File: src/rtl/pec_pkg.sv
package pec_pkg;
  localparam int unsigned PEC_PORTS_DFLT = 3;
  localparam int unsigned PEC_SYNC_DFLT  = 2;

  typedef struct packed {
    logic xcvr;
    logic bias;
  } port_en_t;
endpackage

File: src/rtl/pec_rst_sync.sv
module pec_rst_sync #(
  parameter int unsigned STAGES = 2
) (
  input  logic clk,
  input  logic rst_n,
  output logic rst_ok
);
  logic [STAGES-1:0] chain_q;

  always_ff @(posedge clk or negedge rst_n) begin
    if (!rst_n) chain_q <= '0;
    else        chain_q <= {chain_q[STAGES-2:0], 1'b1};
  end

  assign rst_ok = chain_q[STAGES-1];
endmodule

File: src/rtl/pec_port_gate.sv
module pec_port_gate
  import pec_pkg::*;
(
  input  logic     clk,
  input  logic     rst_ok,
  input  logic     pwr_down,
  input  logic     conn,
  input  logic     arb_off,
  input  logic     link_off,
  input  logic     susp,
  output port_en_t en
);
  port_en_t en_d;

  always_comb begin
    // transceiver: needs a cable, arbitration consent, and an awake port
    en_d.xcvr = !pwr_down && conn && !arb_off && !susp;
    // bias: only the link command and power-down switch it off
    en_d.bias = !pwr_down && !link_off;
  end

  always_ff @(posedge clk or negedge rst_ok) begin
    if (!rst_ok) en <= '0;
    else         en <= en_d;
  end
endmodule

File: src/rtl/pec_sleep_detect.sv
module pec_sleep_detect #(
  parameter int unsigned NUM_PORTS = 3
) (
  input  logic                 clk,
  input  logic                 rst_ok,
  input  logic [NUM_PORTS-1:0] port_susp,
  output logic                 deep_sleep
);
  always_ff @(posedge clk or negedge rst_ok) begin
    if (!rst_ok) deep_sleep <= 1'b0;
    else         deep_sleep <= &port_susp;
  end
endmodule

File: src/rtl/port_enable_ctrl.sv
module port_enable_ctrl
  import pec_pkg::*;
#(
  parameter int unsigned NUM_PORTS   = PEC_PORTS_DFLT,
  parameter int unsigned SYNC_STAGES = PEC_SYNC_DFLT
) (
  input  logic                 clk,
  input  logic                 rst_n,
  input  logic                 pwr_down,
  input  logic [NUM_PORTS-1:0] cable_conn,
  input  logic [NUM_PORTS-1:0] arb_off,
  input  logic [NUM_PORTS-1:0] link_off,
  input  logic [NUM_PORTS-1:0] port_susp,
  output logic [NUM_PORTS-1:0] xcvr_en,
  output logic [NUM_PORTS-1:0] bias_en,
  output logic                 cable_idle,
  output logic                 deep_sleep
);
  logic rst_ok;

  pec_rst_sync #(.STAGES(SYNC_STAGES)) u_rst_sync (
    .clk    (clk),
    .rst_n  (rst_n),
    .rst_ok (rst_ok)
  );

  for (genvar p = 0; p < NUM_PORTS; p++) begin : g_port
    port_en_t en_q;

    pec_port_gate u_gate (
      .clk      (clk),
      .rst_ok   (rst_ok),
      .pwr_down (pwr_down),
      .conn     (cable_conn[p]),
      .arb_off  (arb_off[p]),
      .link_off (link_off[p]),
      .susp     (port_susp[p]),
      .en       (en_q)
    );

    assign xcvr_en[p] = en_q.xcvr;
    assign bias_en[p] = en_q.bias;
  end

  pec_sleep_detect #(.NUM_PORTS(NUM_PORTS)) u_sleep (
    .clk        (clk),
    .rst_ok     (rst_ok),
    .port_susp  (port_susp),
    .deep_sleep (deep_sleep)
  );

  // unfiltered, live through power-down
  assign cable_idle = ~|cable_conn;
endmodule

File: config.mk
export PLATFORM = sky130hd
export DESIGN_NAME = port_enable_ctrl
export DESIGN_NICKNAME = d
export VERILOG_FILES = /design/src/rtl/pec_pkg.sv /design/src/rtl/pec_rst_sync.sv /design/src/rtl/pec_port_gate.sv /design/src/rtl/pec_sleep_detect.sv /design/src/rtl/port_enable_ctrl.sv
export SDC_FILE = /design/constraint.sdc
export NUM_CORES = 1
export LEC_CHECK = 0
export BUFFER_PORTS_ARGS = -buffer_cell sky130_fd_sc_hd__buf_2
export CAP_MARGIN = 20
export CORE_AREA = 2 2 39 41
export DETAILED_ROUTE_END_ITERATION = 16
export DIE_AREA = 0 0 41 43
export GPL_TIMING_DRIVEN = 0
export HOLD_SLACK_MARGIN = 0.1
export MAX_ROUTING_LAYER = met4
export SETUP_SLACK_MARGIN = 0.5
export SLEW_MARGIN = 40
export SYNTH_ARGS = -nofsm -noshare
export SYNTH_HDL_FRONTEND = slang
export SYNTH_SLANG_ARGS = --single-unit
File: constraint.sdc
create_clock -name clk -period 0.8 [get_ports clk]
set_input_delay 0 -clock clk [delete_from_list [all_inputs] [get_ports clk]]
set_output_delay 0 -clock clk [all_outputs]
set_load 0.05 [all_outputs]
==> impl.org, run 1 <==
** Clocking
- Clock transition at the registers of the reported paths :: ~0.06 ns
- TritonCTS built the clock tree.
- The number of hold buffers added after CTS was 1.
- Counting every sink on the clock net gives 9.
- Latest clock arrival within the worst-skew pair :: between 0.2 and 0.3 ns
- Number of buffers inserted during clock tree synthesis :: 3
- H-tree depth reported by CTS :: 1
- The longest clock path from root to sink contains 2 buffers.
- Clock root buffer :: clkbuf_4

** Detailed routing
- In this run the top signal layer used is met4.
- In this run, the number of DRC markers left after iteration 0 of detailed routing was 4.
- Overall via count from detail_route :: about 240
- For this run, design rule violations remaining after detail routing come to 0.
- After detailed routing, the average wire length per cell comes to about 11 um.
- Wires add up to ~670 um.
- Sum of met2 wire segment lengths after detailed routing :: 428 um
- First-pass iteration count of the detailed router :: 2
- Met3 wire len :: 40 um
- Once detail routing completed, the nets flagged for antenna violations numbered 0.
- Met1 layer wirelength in the final routing :: roughly 200 um
- Dividing the detail-routed via count by the number of cells gives 3.85.

** Global route
- Global-route total usage across every layer :: 0.0866
- Via count of the first global-routing pass :: 220
- The number of antenna violations at the first check in global routing is 0.
- Maximum number of pins on one net before global-route repair :: 8
- The first global-routing pass estimated a little under 900 um of wire.
- The total overflow left after global routing is 0.

** Logic synthesis
- Counting every net in the synthesized netlist gives 33.
- Mean post-synth cell area :: approximately 16 um^2
- For this run, the number of Yosys warnings is 0.
- Of the synthesized area, sequential elements account for 0.759.
- After synthesis the netlist holds a flip-flop and latch count of 9.
- Cells after synthesis :: 18
- The synthesized netlist contains 6 unique library cells.
- Netlist Area Pre-Place :: roughly 300 um^2

** STA
- Time the worst path needs with I/O delays and setup :: 0.810 ns
- The final-report max-slew violation count is 0.
- Across all setup checks in the final design, the least slack found is -0.00961 ns.
- On the final layout, the worst hold slack is -0.124 ns.
- Fmax achieved :: approximately 1.2 GHz
- The final number of hold-violating endpoints is 6.
- Final setup violating endpoints :: 4
- Setup repair after global routing could not meet its margin everywhere.
- Dividing the final minimum period by the clock period gives 1.01.
- Worst clock skew :: approximately 0.00071 ns

** Cells and area
- Area growth from synthesis to layout :: 88.6%
- After filler insertion, the fill cell instance count of the layout stands at between 100 and 150.
- Summing all flip-flop and latch instances after layout gives roughly 240 um^2.
- Total Nets Final :: 61
- Inserted Diodes :: 0
- Fraction of final layout cells with drive strength greater than 1 :: 0.822
- Cell area after layout :: 559 um^2
- The multi-input combinational cells in the finished layout cover a total of 91.3 um^2.

** Place
- Input and output buffers added on the ports amount to 22.
- DPL Wire Length :: between 400 and 500 um
- Cell area after placement :: ~450 um^2
- Dpl ws :: roughly 0.22 ns
- Routability congestion estimate from global placement :: about 0.55

** Hold path
- The min-delay analysis places its worst path in the category primary input to flip-flop.
- Source of the worst hold timing path :: link_off[0]

** Setup path
- Critical Path Source :: g_port[2].u_gate.en[0]
- Critical path capture point type :: primary output
- Along the worst path, the maximum fanout reaches 1.
- Crit path DAT :: between 0.8 and 0.9 ns
- The kind of cell with the highest combined delay along the critical path is flip-flops.
- Critical Path Source Type :: flip-flop
- The slowest stage of the critical path belongs to the cell dfrtp_2.
- The number of buffers and inverters on the critical path is 1.
- Critical register-to-register path startpoint :: u_rst_sync.chain_q[0]
- Critical-path cell list :: buf_6
- The critical path is of the flip-flop to primary output type.
- STA puts the critical path data required time at ~0.80 ns.
- CP max stage delay :: roughly 0.4 ns

** Power
- VDD IR-drop max :: approximately 1300 uV
- For this design the ratio of total power to cell area is about 1800 nW/um^2.
- Static Leakage :: between 0.0002 and 0.0003 uW

** Floorplan
- For this design the top-level I/O count stands at 23.
- Std-Cell Rows :: 14
- The floorplan step defined a die boundary enclosing about 1800 um^2.
- Die X-Extent :: about 41 um
- The core region is ~1400 um^2.
- Floorplan die height :: ~43 um
- Starting Density :: 0.214

** Status
- Failing checks :: negative hold slack, negative setup slack
- The run finished, with violations left.

** Job
- The tool flagged a number of max-cap violations equal to 0.
layer usage:
metal  vias to the layer above  track usage
met5                         -            -
met4                         0       0.0400
met3                         2       0.0785
met2                         8        0.134
met1                       111       0.0640
li1                        114            -
cells in the mapped netlist (all sizes together):
master,count,area [um^2]
and3,1,6.26
conb,1,3.75
nor3,1,5.00
nor2,3,11.3
dfrtp,9,225
nor4b,3,45.0
registers in the layout, summed over array words and instances (netlist names):
| signal | count |
|---|---|
| u_rst_sync.chain_q | 2 |
| u_sleep.deep_sleep | 1 |
| g_port.u_gate.en | 6 |
layout make-up:
type | instances | area share
clock buffers | 4 | 0.0470
repair buffers | 23 | 0.333
flip-flops and latches | 9 | 0.421
well taps | 16 | 0.0358
multi-input cells | 9 | 0.163
metrics by stage:
step                      setup TNS [ns]  power, uW  hold slack (ns)  utilization  cells
final                            -0.0171       1010           -0.124        0.404     61
after global routing              -0.183       1050           -0.134        0.404     61
after CTS                        -0.0698       1020           -0.127        0.395     61
after detailed placement               0        633           -0.213        0.323     56
after global placement                 0        631           -0.213        0.323     56
after floorplan                        0        565           -0.296            -     18
worst paths after layout:
kind                       slack, ns  cells after the start                endpoint
setup / recovery               -0.01                      1              bias_en[2]
hold / removal                 -0.12                      2  g_port[0].u_gate.en[0]
setup reg to reg                0.33                      0   u_rst_sync.chain_q[1]
hold reg to reg                 0.09                      0  g_port[2].u_gate.en[1]
max in group asynchronous       0.54                      0  g_port[0].u_gate.en[1]
min in group asynchronous       0.04                      2   u_rst_sync.chain_q[1]
where the power goes:
| group | internal [uW] | total [uW] | switching [uW] | leakage, uW |
|---|---|---|---|---|
| Clock | 192 | 348 | 156 | 0.0000150 |
| Combinational | 78.4 | 175 | 96.4 | 0.000145 |
| Sequential | 476 | 489 | 13.0 | 0.000105 |
cell families after synthesis:
kind of cell,count (synthesis),synth area share
and+or+nand+nor,8,0.228
other,1,0.0126
DFF,9,0.760
cells in the final DEF (no fill, tap or decap), drive strengths merged:
cell type	count
nor2	3
clkbuf	4
dlygate4sd3	1
nor4b	3
dfrtp	9
nor3	1
buf	22
conb	1
and3	1
timing repair:
action                                 CTS  global route
pin swaps                                1             2
endpoints found under the hold margin   16             9
buffers inserted                         0             0
setup endpoints to repair               16            10
gates resized for setup                 20             2
(Power assumes the default switching activity.)
==> inputs of run 2 (changes only) <==
--- a/config.mk
+++ b/config.mk
@@ -8,6 +8,7 @@
 export BUFFER_PORTS_ARGS = -buffer_cell sky130_fd_sc_hd__buf_2
 export CAP_MARGIN = 20
 export CORE_AREA = 2 2 39 41
+export CTS_CLUSTER_DIAMETER = 120
 export DETAILED_ROUTE_END_ITERATION = 16
 export DIE_AREA = 0 0 41 43
 export GPL_TIMING_DRIVEN = 0
@@ -17,4 +18,5 @@
 export SLEW_MARGIN = 40
 export SYNTH_ARGS = -nofsm -noshare
 export SYNTH_HDL_FRONTEND = slang
+export SYNTH_HIERARCHICAL = 1
 export SYNTH_SLANG_ARGS = --single-unit
==> run 2 against run 1 <==
The run ends with negative hold slack left; largest power group unchanged; non-clock buffer count unchanged; sequential power about the same; largest cell class unchanged; core utilization down 0.36 points; routed wire length down 10%; register-to-register slack about the same; sequential cell count unchanged; final cell count unchanged; clock power down 5.7%; critical endpoint is now xcvr_en[1].
==> impl.org, run 2 <==
** Detailed routing
- The number of DRC markers after the initial detailed-route iteration was 2 (was 4).
- First-pass iteration count of the detailed router :: 2 (unchanged)
- The routed wire length was 604 um (was 673 um).
- The count of vias placed by the detailed router was 251 (was 235).
- The number of routed nets with antenna violations was 0 (unchanged).
- Vias per cell :: 4.11 (was 3.85)
- Average routed wire per standard cell :: 9.90 um (was 11.0 um)
- Drc violations :: 0 (unchanged)

** Setup path
- Critical path capture point type :: primary output (unchanged)
- The highest cell delay on the worst timing path was 0.40 ns (about the same).
- The buffers plus inverters on the worst setup path came to 1 (unchanged).
- Critical Path Slowest Stage Cell :: dfrtp_2 (unchanged)
- Crit path DAT :: 0.80 ns (was 0.81 ns)
- Crit path max fanout :: 1 (unchanged)
- Critical-path cell list :: buf_6 (unchanged)
- The type of element launching the critical path was a flip-flop (unchanged).
- The critical path's top delay family is flip-flops (unchanged).
- Worst setup path class :: flip-flop to primary output (unchanged)
- Required time at the endpoint of the critical path :: 0.80 ns (about the same)

** Logic synthesis
- Fraction of registers with async set or reset after synthesis :: 1.00 (unchanged)
- Yosys cell types :: 6 (unchanged)
- Library cell with the highest instance count after synthesis :: dfrtp_1 (unchanged)
- The number of enable flip-flop cells after synthesis was 0 (unchanged).
- Synth top area cells: dfrtp_1 (75%), nor4b_2 (15%), nor2_1 (3.7%) (was dfrtp_1 (76%), nor4b_2 (15%), nor2_1 (3.8%)).
- Post-synth top cells :: dfrtp_1 (9), nor2_1 (3), nor4b_2 (3) (unchanged)
- Number of warnings reported in the yosys synthesis log :: 6 (was 0)
- Synthesized flop and latch total :: 9 (unchanged)
- The library cell with the largest summed area after synthesis was dfrtp_1 (unchanged).
- The share of the synthesized area in the top cell type was 0.747 (was 0.759).
- Mean post-synth cell area :: 16.8 um^2 (was 16.5 um^2)
- The number of instances in the synthesized netlist was 18 (unchanged).
- Dominant synthesized flop cell :: dfrtp_1 (unchanged)
- The sequential area share after synthesis is 0.747 (was 0.759).
- The number of nets produced by synthesis was 33 (unchanged).
- Netlist Area Pre-Place :: 302 um^2 (was 297 um^2)

** Global route
- Global-route wire length before repair :: 972 um (was 883 um)
- The remaining global-route overflow is 0 (unchanged).
- Maximum number of pins on one net before global-route repair :: 8 (unchanged)
- Via count of the first global-routing pass :: 254 (was 220)
- Global-route total usage across every layer :: 0.0900 (was 0.0866)
- The number of antenna violations at the first check in global routing was 0 (unchanged).

** Cells and area
- The number of antenna repair diodes is 0 (unchanged).
- The most common library cell in the layout ignoring fill and taps is buf_2 (unchanged).
- Regs by FF count :: g_port.u_gate/en (6), u_rst_sync/chain_q (2), u_sleep/deep_sleep (1) (was g_port.u_gate.en (6), u_rst_sync.chain_q (2), u_sleep.deep_sleep (1))
- The final core utilization is 0.401 (was 0.404).
- The number of nets in the layout was 61 (unchanged).
- The area taken by multi-input logic gates was 82.6 um^2 (was 91.3 um^2).
- Layout filler cell count :: 141 (was 143)
- The total area of sequential cells was 235 um^2 (unchanged).
- Most frequent cells in the layout :: buf_2 (12), dfrtp_2 (8), buf_6 (8) (was buf_2 (12), buf_6 (9), dfrtp_2 (8))
- Register ranked first by flip-flop count :: g_port.u_gate/en (was g_port.u_gate.en)
- Fraction of final layout cells with drive strength greater than 1 :: 0.822 (unchanged)
- Number of flip-flops under the largest register name :: 6 (unchanged)
- The area growth from synthesis to layout was 83.8% (was 88.6%).

** STA
- Fmax achieved :: 1.26 GHz (was 1.24 GHz)
- Time the worst path needs with I/O delays and setup :: 0.795 ns (was 0.810 ns)
- The final worst hold slack is -0.106 ns (was -0.124 ns).
- Unrepaired setup endpoints after global routing :: yes (unchanged)
- Final Hold Viols :: 6 (unchanged)
- The setup slack after layout was 0.00477 ns (was -0.00961 ns).
- The final period utilization was 0.994 (was 1.01).
- Worst clock skew :: 0.00124 ns (was 0.000714 ns)
- The final number of setup-violating endpoints was 0 (was 4).
- Final Slew Violations :: 0 (unchanged)

** Job
- The max-cap check violation count was 0 (unchanged).

** Clocking
- Latest clock arrival within the worst-skew pair :: 0.25 ns (was 0.26 ns)
- The root buffer selected by CTS was clkbuf_4 (unchanged).
- H-tree depth reported by CTS :: 1 (unchanged)
- Bufs on Longest Clock Path :: 2 (unchanged)
- The clock transition at the register clock pins on the worst setup and hold paths after CTS is 0.05 ns (was 0.06 ns).
- TritonCTS clock tree :: done (unchanged)
- Number of buffers inserted during clock tree synthesis :: 3 (unchanged)
- Hold buffer count at CTS :: 1 (unchanged)
- Number of sinks handled by clock tree synthesis :: 9 (unchanged)

** Floorplan
- The vertical die dimension is 43 um (unchanged).
- The area of the placeable core is 1380 um^2 (unchanged).
- Boundary Pins :: 23 (unchanged)
- The number of core rows was 14 (unchanged).
- The width of the chip was 41 um (unchanged).
- The overall die area is 1760 um^2 (unchanged).
- Starting Density :: 0.218 (was 0.214)

** Place
- The post-place setup slack was 0.227 ns (was 0.217 ns).
- Routability congestion estimate from global placement :: 0.601 (was 0.554)
- The estimated wirelength of the detail-placed design came to 512 um (was 496 um).
- IO buf count :: 22 (unchanged)

** Power
- Total power :: 988 uW (was 1010 uW)
- The total power density per cell area was 1780 nW/um^2 (was 1810 nW/um^2).
- The worst-case vdd ir drop came to 532 uV (was 1270 uV).
- The reported leakage power came to 0.000261 uW (was 0.000265 uW).

** Status
- Failing checks :: negative hold slack (was negative hold slack, negative setup slack)
- Result of the run: finished, violations left (unchanged).

** Hold path
- The path category of the worst min-delay check was primary input to flip-flop (unchanged).
-- run 2: cell count changes in the layout (fill, tap and decap cells not counted) --
cell / change
nor4b_2: +1
nor4b_4: -1
buf_8: +1
buf_6: -1
-- run 2: cells by family after synthesis --
| kind of cell | share of synthesized area |
|---|---|
| flops | 0.747 |
| simple gates | 0.241 |
| other cells | 0.0124 |
-- run 2: final cells by class --
| cell class | instances | area share |
|---|---|---|
| multi-input combinational | 9 | 0.149 |
| clock buffer | 4 | 0.0474 |
| tap | 16 | 0.0361 |
| timing repair buffer | 23 | 0.343 |
| sequential | 9 | 0.424 |
-- run 2: path summary, 6_finish.rpt --
| check | start | to | slack [ns] | depth (start not counted) |
|---|---|---|---|---|
| worst max-delay path | g_port[1].u_gate/en[1] | xcvr_en[1] | 0.005 | 1 |
| worst min-delay path | link_off[2] | g_port[2].u_gate/en[0] | -0.11 | 2 |
| worst max register to register | u_rst_sync/chain_q[0] | u_rst_sync/chain_q[1] | 0.33 | 0 |
| worst min register to register | u_rst_sync/chain_q[1] | g_port[0].u_gate/en[0] | 0.09 | 0 |
| max in group asynchronous | u_rst_sync/chain_q[1] | g_port[0].u_gate/en[1] | 0.54 | 0 |
| min in group asynchronous | rst_n | u_rst_sync/chain_q[1] | 0.06 | 2 |
-- run 2: repair_timing --
item,CTS,global route
endpoints found under the hold margin,16,9
gates resized for setup,21,1
setup endpoints to repair,16,16
pin swaps,1,1
setup buffers,0,0
-- run 2: power by group --
part	switching, uW	internal, uW	leakage, uW	total [uW]
logic	92.0	78.3	0.000141	170
registers	13.1	477	0.000105	490
clock network	137	191	0.0000150	328
total	242	746	0.000261	988
-- run 2: routing by layer --
layer | vias to the layer above | share of wire | GRT usage
li1 | 115 | - | -
met1 | 114 | 0.38 | 0.0949
met2 | 20 | 0.46 | 0.125
met3 | 2 | 0.14 | 0.0314
met4 | 0 | 0.020 | 0.0800
met5 | - | 0 | -
-- run 2: per-stage QoR --
stage                     instances  hold slack (ns)  instance area, um^2  setup TNS [ns]
after floorplan                  18           -0.296                  317               0
after global placement           56           -0.213                  447               0
after detailed placement         56           -0.213                  447               0
after CTS                        61           -0.118                  551         -0.0364
after global routing             61           -0.114                  554          -0.112
final                            61           -0.106                  554               0
